==> src/rtl/pwm_tail_pkg.sv <==
package pwm_tail_pkg;

  // Action applied to the output register at a clock edge
  typedef enum logic [1:0] {
    PA_HOLD = 2'd0,
    PA_LOW  = 2'd1,
    PA_HIGH = 2'd2
  } pwm_act_e;

  // Compare events raised by the scheduler in the current cycle
  typedef struct packed {
    logic bnd;     // tick counter equals the period compare time
    logic wmatch;  // tick counter equals the width compare time
    logic load;    // boundary with a pending width update
  } sched_evt_t;

endpackage

==> src/rtl/pwm_tail_update.sv <==
module pwm_tail_update #(
  parameter int unsigned CW = 16
) (
  input  logic          clk,
  input  logic          rst_n,
  input  logic          req_i,
  input  logic          consume_i,
  input  logic [CW-1:0] width_i,
  output logic          pend_o,
  output logic [CW-1:0] act_w_o
);

  logic          pend_q, pend_d;
  logic [CW-1:0] act_w_q, act_w_d;
  logic          act_w_en;

  // A new request wins over consumption, so a strobe in the boundary
  // cycle re-arms the flag for the following boundary.
  always_comb begin
    pend_d = pend_q;
    if (req_i)          pend_d = 1'b1;
    else if (consume_i) pend_d = 1'b0;
    act_w_en = consume_i;
    act_w_d  = width_i;
  end

  always_ff @(posedge clk or negedge rst_n) begin
    if (!rst_n) begin
      pend_q  <= 1'b0;
      act_w_q <= '0;
    end else begin
      pend_q <= pend_d;
      if (act_w_en) act_w_q <= act_w_d;
    end
  end

  assign pend_o  = pend_q;
  assign act_w_o = act_w_q;

endmodule

==> src/rtl/pwm_tail_sched.sv <==
module pwm_tail_sched
  import pwm_tail_pkg::*;
#(
  parameter int unsigned CW = 16
) (
  input  logic          clk,
  input  logic          rst_n,
  input  logic [CW-1:0] period_i,
  input  logic [CW-1:0] width_i,
  input  logic          pend_i,
  output sched_evt_t    evt_o
);

  logic [CW-1:0] cnt_q, cnt_d;
  logic          run_q;
  logic [CW-1:0] pcmp_q, pcmp_d;
  logic [CW-1:0] wcmp_q, wcmp_d;
  logic          pcmp_en, wcmp_en;
  logic [CW-1:0] three_per;
  sched_evt_t    evt;

  assign three_per = period_i + {period_i[CW-2:0], 1'b0};

  // Compare detection against the free-running counter
  always_comb begin
    evt.bnd    = run_q && (cnt_q == pcmp_q);
    evt.wmatch = run_q && (cnt_q == wcmp_q);
    evt.load   = evt.bnd && pend_i;
  end

  // Next compare times; all sums wrap modulo 2^CW
  always_comb begin
    cnt_d   = cnt_q + 1'b1;
    pcmp_d  = pcmp_q;
    wcmp_d  = wcmp_q;
    pcmp_en = 1'b0;
    wcmp_en = 1'b0;
    if (!run_q) begin
      // Start-up: first boundary one period out, width compare three out
      pcmp_d  = cnt_q + period_i;
      wcmp_d  = cnt_q + three_per;
      pcmp_en = 1'b1;
      wcmp_en = 1'b1;
    end else begin
      if (evt.bnd) begin
        pcmp_d  = pcmp_q + period_i;
        pcmp_en = 1'b1;
      end
      if (evt.load) begin
        // New period starts at pcmp_q; high part begins W before its end
        wcmp_d  = pcmp_q + period_i - width_i;
        wcmp_en = 1'b1;
      end else if (evt.wmatch) begin
        wcmp_d  = wcmp_q + period_i;
        wcmp_en = 1'b1;
      end
    end
  end

  always_ff @(posedge clk or negedge rst_n) begin
    if (!rst_n) begin
      cnt_q  <= '0;
      run_q  <= 1'b0;
      pcmp_q <= '0;
      wcmp_q <= '0;
    end else begin
      cnt_q <= cnt_d;
      run_q <= 1'b1;
      if (pcmp_en) pcmp_q <= pcmp_d;
      if (wcmp_en) wcmp_q <= wcmp_d;
    end
  end

  assign evt_o = evt;

endmodule

==> src/rtl/pwm_tail_out.sv <==
module pwm_tail_out
  import pwm_tail_pkg::*;
#(
  parameter int unsigned CW = 16
) (
  input  logic          clk,
  input  logic          rst_n,
  input  sched_evt_t    evt_i,
  input  logic [CW-1:0] act_w_i,
  input  logic [CW-1:0] width_i,
  input  logic [CW-1:0] period_i,
  output logic          pwm_o,
  output logic          pstart_o
);

  logic [CW-1:0] eff_w;
  logic          full;
  pwm_act_e      act;
  logic          pwm_q, pwm_d;
  logic          pst_q, pst_d;

  // Width that governs the period opening at this boundary
  assign eff_w = evt_i.load ? width_i : act_w_i;
  assign full  = (eff_w >= period_i);

  // Boundary has priority over a coincident width match
  always_comb begin
    if (evt_i.bnd)                             act = full ? PA_HIGH : PA_LOW;
    else if (evt_i.wmatch && (act_w_i != '0))  act = PA_HIGH;
    else                                       act = PA_HOLD;
  end

  always_comb begin
    case (act)
      PA_LOW:  pwm_d = 1'b0;
      PA_HIGH: pwm_d = 1'b1;
      default: pwm_d = pwm_q;
    endcase
    pst_d = evt_i.bnd;
  end

  always_ff @(posedge clk or negedge rst_n) begin
    if (!rst_n) begin
      pwm_q <= 1'b0;
      pst_q <= 1'b0;
    end else begin
      pwm_q <= pwm_d;
      pst_q <= pst_d;
    end
  end

  assign pwm_o    = pwm_q;
  assign pstart_o = pst_q;

endmodule

==> src/rtl/pwm_tail_gen.sv <==
module pwm_tail_gen
  import pwm_tail_pkg::*;
#(
  parameter int unsigned CW          = 16,
  parameter int unsigned SYNC_STAGES = 2
) (
  input  logic          clk,
  input  logic          rst_n,
  input  logic [CW-1:0] period_i,
  input  logic [CW-1:0] width_i,
  input  logic          upd_req_i,
  output logic          pwm_o,
  output logic          period_start_o
);

  localparam int unsigned SYNC_MSB = SYNC_STAGES - 1;

  logic [SYNC_MSB:0] rst_sync_q;
  logic              rst_int_n;
  sched_evt_t        evt;
  logic              pend_q;
  logic [CW-1:0]     act_w_q;
  logic              bnd_w;

  // Reset asserts at once, releases after SYNC_STAGES clean edges
  always_ff @(posedge clk or negedge rst_n) begin
    if (!rst_n) rst_sync_q <= '0;
    else        rst_sync_q <= {rst_sync_q[SYNC_MSB-1:0], 1'b1};
  end
  assign rst_int_n = rst_sync_q[SYNC_MSB];

  pwm_tail_sched #(.CW(CW)) u_sched (
    .clk      (clk),
    .rst_n    (rst_int_n),
    .period_i (period_i),
    .width_i  (width_i),
    .pend_i   (pend_q),
    .evt_o    (evt)
  );

  pwm_tail_update #(.CW(CW)) u_upd (
    .clk       (clk),
    .rst_n     (rst_int_n),
    .req_i     (upd_req_i),
    .consume_i (evt.load),
    .width_i   (width_i),
    .pend_o    (pend_q),
    .act_w_o   (act_w_q)
  );

  pwm_tail_out #(.CW(CW)) u_out (
    .clk      (clk),
    .rst_n    (rst_int_n),
    .evt_i    (evt),
    .act_w_i  (act_w_q),
    .width_i  (width_i),
    .period_i (period_i),
    .pwm_o    (pwm_o),
    .pstart_o (period_start_o)
  );

  assign bnd_w = evt.bnd;

endmodule

==> config.mk <==
export PLATFORM = sky130hd
export DESIGN_NAME = pwm_tail_gen
export DESIGN_NICKNAME = d
export VERILOG_FILES = /design/src/rtl/pwm_tail_pkg.sv /design/src/rtl/pwm_tail_update.sv /design/src/rtl/pwm_tail_sched.sv /design/src/rtl/pwm_tail_out.sv /design/src/rtl/pwm_tail_gen.sv
export SDC_FILE = /design/constraint.sdc
export NUM_CORES = 1
export LEC_CHECK = 0
export BUFFER_PORTS_ARGS = -buffer_cell sky130_fd_sc_hd__buf_2
export CORE_UTILIZATION = 65
export CTS_CLUSTER_DIAMETER = 80
export DETAILED_ROUTE_END_ITERATION = 8
export PLACE_DENSITY = 0.84
export SLEW_MARGIN = 30
export SYNTH_ARGS = -nofsm -noshare
export SYNTH_HDL_FRONTEND = slang
export SYNTH_SLANG_ARGS = --single-unit
==> constraint.sdc <==
create_clock -name clk -period 6.45 [get_ports clk]
set_input_delay 0.645 -clock clk [delete_from_list [all_inputs] [get_ports clk]]
set_output_delay 0.645 -clock clk [all_outputs]
set_load 0.01 [all_outputs]
* Yosys cells after proc, flatten, opt, wreduce, memory -nomap -nowiden *
Index checks and enable logic that the tools add are counted.

storage, ports and cells
  word-level logic and storage cells = 49
  bits of input ports = 35
  register bits = 70

cells by class
  equality and inequality tests = 6
  muxes and demuxes = 17
  $add $sub $neg = 7
  order comparisons = 1
  reductions and logical operators = 9

operators by type and width
  cell                                                                   number
  16-bit 2-to-1 mux                                                      6
  16-bit adder                                                           5
  16-bit equality test                                                   2
  16-bit by 1-bit adder with 16-bit output, second input constant        1
  16-bit greater-or-equal comparator                                     1
  16-bit nonzero test                                                    1
  16-bit subtractor                                                      1
  1-bit 2-to-1 mux                                                       7
  2-bit 2-to-1 mux                                                       3
  1-bit logical AND                                                      4
  2-bit AND reduction                                                    2
  2-bit nonzero test                                                     2
  3-bit by 2-bit != test with 1-bit output, second input constant        1
  2-bit by 1-bit equality test with 1-bit output, second input constant  1
  2-bit equality test, second input constant                             1
  2-bit != test, second input constant                                   1
  1-bit one-hot mux with 2 select lines                                  1

* Longest topological paths before layout *
  word-level depth = 9
  gate-level depth with buffers = 19

* By module *
Synthesis repeated with hierarchy kept, for this count alone.

unflattened totals
  cells, all modules = 869
  area, all modules = 7,682.4 um^2

by module, submodules not included
  module           sequential area each (um^2)  area each (um^2)  instances  cells an instance
  pwm_tail_sched   1,226.2                      6,239.7           1          746
  pwm_tail_out     50.0                         706.9             1          83
  pwm_tail_update  425.4                        681.9             1          37
  pwm_tail_gen     50.0                         53.8              1          3

* Worst setup path after synthesis *
No wires, ideal clock.

  path type = reg2reg
  start point = register u_sched.cnt_q[10]
  end point = register u_out.pwm_q, in the netlist u_out.pwm_o
  clock period less this slack = 3.952 ns
  cell stages (with the launch flop) = 20
  setup time = 0.125 ns
  data required time = 6.325 ns
  buffers on the path = 3
  data arrival time = 3.827 ns
  setup slack = 2.498 ns
  cells stage by stage = dfrtp_1 > buf_4 > xnor2_2 > nand4_1 > nor4_4 > and3_1 > buf_6 > buf_6 > mux2i_1 > ha_1 > nand2b_1 > a21o_1 > a21o_1 > a21o_1 > a211oi_1 > o21ai_0 > o211ai_1 > a22oi_1 > ha_1 > mux2_2

between the ends
  word-level cells in the longest chain between the ends = 9
  elaborated cells on any way between the ends = 15

ends and longest elaborated chain
  what                                                                                          line                  source
  start, declared                                                                               pwm_tail_sched.sv:14  logic [CW-1:0] cnt_q, cnt_d;
  start signal, assigned                                                                        pwm_tail_sched.sv:67  cnt_q <= cnt_d;
  16-bit equality test                                                                          pwm_tail_sched.sv:26  evt.bnd = run_q && (cnt_q == pcmp_q);
  1-bit logical AND                                                                             pwm_tail_sched.sv:26
  1-bit logical AND                                                                             pwm_tail_sched.sv:28  evt.load = evt.bnd && pend_i;
  16-bit 2-to-1 mux                                                                             --
  16-bit greater-or-equal comparator                                                            pwm_tail_out.sv:24    assign full = (eff_w >= period_i);
  2-bit 2-to-1 mux                                                                              pwm_tail_out.sv:28    if (evt_i.bnd) act = full ? PA_HIGH : PA_LOW;
  2-bit 2-to-1 mux *                                                                            pwm_tail_out.sv:28
  2-bit equality test / 2-bit by 1-bit equality test with 1-bit output (equally long branches)  pwm_tail_out.sv:34    case (act)
  1-bit one-hot mux with 2 select lines / 2-bit nonzero test (equally long branches)            --
  end signal, assigned                                                                          pwm_tail_out.sv:47    pwm_q <= pwm_d;
  end, declared                                                                                 pwm_tail_out.sv:19    logic pwm_q, pwm_d;

Mark *: on every way between the ends. The rest lies on a longest branch, timed or not.
A chain may end at the register's enable or synchronous reset.

* Final worst setup path *
  start point = register u_sched.cnt_q[9]
  end point = register u_out.pwm_q, in the netlist u_out.pwm_o

between the ends
  word-level cells in the longest chain between the ends = 9
  elaborated cells on any way between the ends = 15

ends and longest elaborated chain
  what                                                                                          line                  source
  16-bit equality test *                                                                        pwm_tail_sched.sv:26
  1-bit logical AND *                                                                           pwm_tail_sched.sv:26
  1-bit logical AND *                                                                           pwm_tail_sched.sv:28
  16-bit 2-to-1 mux *                                                                           --
  named net u_out.eff_w[1]                                                                      pwm_tail_out.sv:16    logic [CW-1:0] eff_w;
  16-bit greater-or-equal comparator *                                                          pwm_tail_out.sv:24
  2-bit 2-to-1 mux * (2 in series)                                                              pwm_tail_out.sv:28
  2-bit equality test / 2-bit by 1-bit equality test with 1-bit output (equally long branches)  pwm_tail_out.sv:34
  1-bit one-hot mux with 2 select lines / 2-bit nonzero test (equally long branches)            --

The timed path passes the listed nets; every way through them passes the cells marked *.

==> run_results.csv <==
group,metric,value,unit
drt,first_pass_iters,7,
cts,numCtsBuffers,9,
synth,synth_top_family_by_area,"adder cells",
drt,wl,20500,um
global_route,antenna_found_initial,0,
drt,wl_per_cell,19.8,um
floorplanning,initial_utilization,67.4,%
pwr,clkPwrFrac,25.9,%
setup_path,crit_buf_inv,2,
floorplanning,die_h,109,um
final_layout,area_delta_synth_final,7.61,%
synth,async_flop_share,100,%
sta,rsz0062_at_grt,"false",
floorplanning,placeableCoreArea,0.0110,mm2
cts,cts_hold_buf,0,
pwr,p_leak,3.69,nW
synth,synth_edf_count,0,
synth,seq_area_frac_synth,23.7,%
sta,finalSetupViolCount,0,
synth,ys_ff_latch,70,
placement,globalplace.congestion,0.971,
setup_path,crit_path_end_kind,"flip-flop",
synth,synth-compound-area-share,19.6,%
setup_path,cp.arrival,5.21,ns
pwr,switching_power,0.000779,W
global_route,grt_pass1_wl,32400,um
cts,clock_latency,0.35,ns
global_route,grt_max_degree,69,
synth,synth_simple_gate_area_share,15.6,%
floorplanning,io_pins,37,
sta,tightest_slew,0.771,ns
pwr,internal_power,0.00117,W
status,outcome,"completed",
synth,yosysTopAreaCellShare,23.7,%
cts,max-clock-path-buffers,2,
sta,fin_skew,0.00773,ns
global_route,overflow,0,
synth,synth_area,0.00740,mm2
placement,port_buffers,36,
setup_path,cpLargestDelayFamily,"compound AO/OA/AOI/OAI gates",
synth,yosysTopAreaCell,"dfrtp_1",
pwr,peakVddDrop,0.142,mV
setup_path,crit_fanout,20,
pwr,seq_power_share,26.9,%
setup_path,slowest_delay,0.52,ns
synth,synth_area_leaders,"dfrtp_1, ha_1, xnor2_1, xor2_1, fa_1",
final_layout,n_antenna_cell,0,
synth,synth_top_flop_cell,"dfrtp_1",
synth,synth_fa_ha_area_share,20.7,%
synth,avgSynthCellArea,8.59,um2
cts,clock_sink_count,70,
pwr,power_density,245,mW/mm2
sta,slew_headroom,48.6,%
cts,clk_pin_slew,0.06,ns
sta,slew_viol_final,0,
final_layout,fill_cells,785,
setup_path,slowest_stage,"nand3_1",
sta,whs,0.0774,ns
final_layout,fin_util,72.5,%
pwr,switching_share,40.0,%
sta,fin_crit,4.98,ns
worst_hold_path,hold_class,"input port to asynchronous set/reset pin",
drt,first_iter_violations,558,
drt,vias,6681,
sta,timing.fmax,201,MHz
synth,synth_xor_area_share,13.2,%
floorplanning,dieArea,0.0118,mm2
cts,cts_setup_buffers,0,
final_layout,seq_area,0.00175,mm2
final_layout,multi_input_area,0.00528,mm2
cts,htree_levels,3,
synth,synth_cells,861,
cts,ctsResizeCount,0,
setup_path,reg2reg_slack,1.47,ns
floorplanning,die_x,109,um
floorplanning,num_rows,38,
sta,tns,0,ns
placement,hpwl,16000,um
sta,hold_viol,0,
drt,drc_errors,0,
placement,dpl_cell_area,0.00767,mm2
cts,cts_tree,"built",
sta,fin_crit_sh,77.2,%
setup_path,cp-start-kind,"flip-flop",
final_layout,fin_nets,1038,
setup_path,path_cells,"xnor2_1, nand4_1, nor4_4, nand3_1, buf_4, buf_4, o21ai_0, ha_1, a21o_1, a21o_1, a21o_1, a211oi_1, o21ai_0, o211ai_1, a22oi_1, ha_1, mux2_2",
synth,yosysUniqueCellTypes,68,
cts,cts_root_buffer,"clkbuf_16",
pwr,p_comb_share,47.2,%
synth,synth_mux_area_share,2.20,%
job,drv_cap,0,
setup_path,critical_path_class,"flip-flop to flip-flop",
final_layout,postLayoutCellArea,0.00796,mm2
global_route,grt_pass1_vias,6573,
global_route,grt_usage,36.8,%
drt,postRouteAntennaNets,0,
setup_path,cp_common_cell,"a21o_1",
drt,via_per_inst,6.45,
final_layout,drive_gt1_share,7.81,%
setup_path,required,6.68,ns
synth,yosys_warnings,0,
-- power by group through the flow --
stage / Sequential [W] / Combinational (W) / Clock, W
finish: 0.000523 / 0.000920 / 0.000504
global route: 0.000528 / 0.00101 / 0.000522
CTS: 0.000521 / 0.000899 / 0.000504
detailed placement: 0.000528 / 0.000884 / 0
global placement: 0.000527 / 0.000857 / 0
floorplan: 0.000522 / 0.000671 / 0
-- logic make-up after synthesis --
| kind of cell | after synthesis |
|---|---|
| AOI/OAI and AO/OA | 229 |
| xor gates and xnor gates | 110 |
| adders and majority gates | 111 |
| buffers and inverters | 86 |
| DFF | 70 |
| muxes | 16 |
| other | 1 |
| and+or+nand+nor | 238 |
-- placed cells by master (no fill, tap or decap), types with 9 or more instances in the layout --
cell type / count
o21ai_0: 51
o211ai_1: 18
nor2_1: 59
xor2_1: 47
a211oi_1: 9
mux2i_1: 14
ha_1: 92
buf_2: 36
nand3_1: 27
inv_1: 62
a21o_1: 17
clkbuf_16: 9
nor4_1: 10
nand2_1: 68
fa_1: 19
a31oi_1: 12
xnor2_1: 61
nand4_1: 10
a21oi_1: 66
nor3_1: 20
nand2b_1: 9
dfrtp_1: 69
-- stage by stage --
stage / instances / power [W] / worst slack, ns
global placement: 1021 / 0.00138 / 1.77
global route: 1036 / 0.00206 / 1.27
floorplan: 862 / 0.00119 / 2.50
detailed placement: 1021 / 0.00141 / 1.60
finish: 1036 / 0.00195 / 1.47
CTS: 1036 / 0.00192 / 1.57
-- cells in the mapped netlist, types with 3 or more instances --
| library cell | n |
|---|---|
| a2111oi_0 | 3 |
| a211oi_1 | 9 |
| a21o_1 | 17 |
| a21oi_1 | 66 |
| a22oi_1 | 4 |
| a31o_2 | 4 |
| a31oi_1 | 12 |
| and3_1 | 8 |
| and4_1 | 3 |
| buf_2 | 7 |
| buf_4 | 3 |
| buf_6 | 3 |
| clkbuf_1 | 9 |
| dfrtp_1 | 70 |
| fa_1 | 19 |
| ha_1 | 92 |
| inv_1 | 62 |
| mux2i_1 | 14 |
| nand2_1 | 68 |
| nand2b_1 | 9 |
| nand3_1 | 27 |
| nand4_1 | 10 |
| nor2_1 | 59 |
| nor2b_1 | 6 |
| nor3_1 | 20 |
| nor4_1 | 10 |
| o211ai_1 | 18 |
| o21a_1 | 8 |
| o21ai_0 | 51 |
| o21ai_1 | 4 |
| o21bai_1 | 4 |
| o22a_1 | 3 |
| o22ai_1 | 3 |
| o31ai_1 | 4 |
| or3_1 | 7 |
| xnor2_1 | 61 |
| xor2_1 | 47 |
-- path summary, 6_finish.rpt --
path,to,startpoint,cells past startpoint
min in group clk,rst_sync_q[1],rst_sync_q[0],0
min,rst_sync_q[1],rst_n,1
max reg2reg,u_out.pwm_o,u_sched.cnt_q[9],17
min reg2reg,rst_sync_q[1],rst_sync_q[0],0
max,u_out.pwm_o,u_sched.cnt_q[9],17
max in group asynchronous,u_sched.cnt_q[0],rst_sync_q[1],1
-- final cells by class --
cell class	instances	area share [%]
clock inverters	1	0.377
clock buffers	14	3.19
flip-flops and latches	70	22.0
multi-input cells	706	66.4
well taps	140	2.20
repair buffers	42	2.88
inverters	63	2.97
-- metal layers --
metal / wire length [um] / track usage (%) / part of all wire, % / vias up
met5: 0 / 0 / 0 / -
met4: 820 / 17.9 / 4.0 / 0
met3: 1530 / 6.75 / 7.4 / 58
met2: 9810 / 62.7 / 48 / 286
met1: 8360 / 44.7 / 41 / 3177
li1: - / - / - / 3160
-- flip-flops by register name, indices dropped and copies added (netlist names) --
register and count:
u_out.pwm_o 1, u_sched.cnt_q 16, rst_sync_q 2, u_upd.act_w_o 16, u_sched.run_q 1, u_out.pstart_o 1, u_sched.wcmp_q 16, u_upd.pend_o 1
u_sched.pcmp_q 16
(Power assumes the default switching activity.)
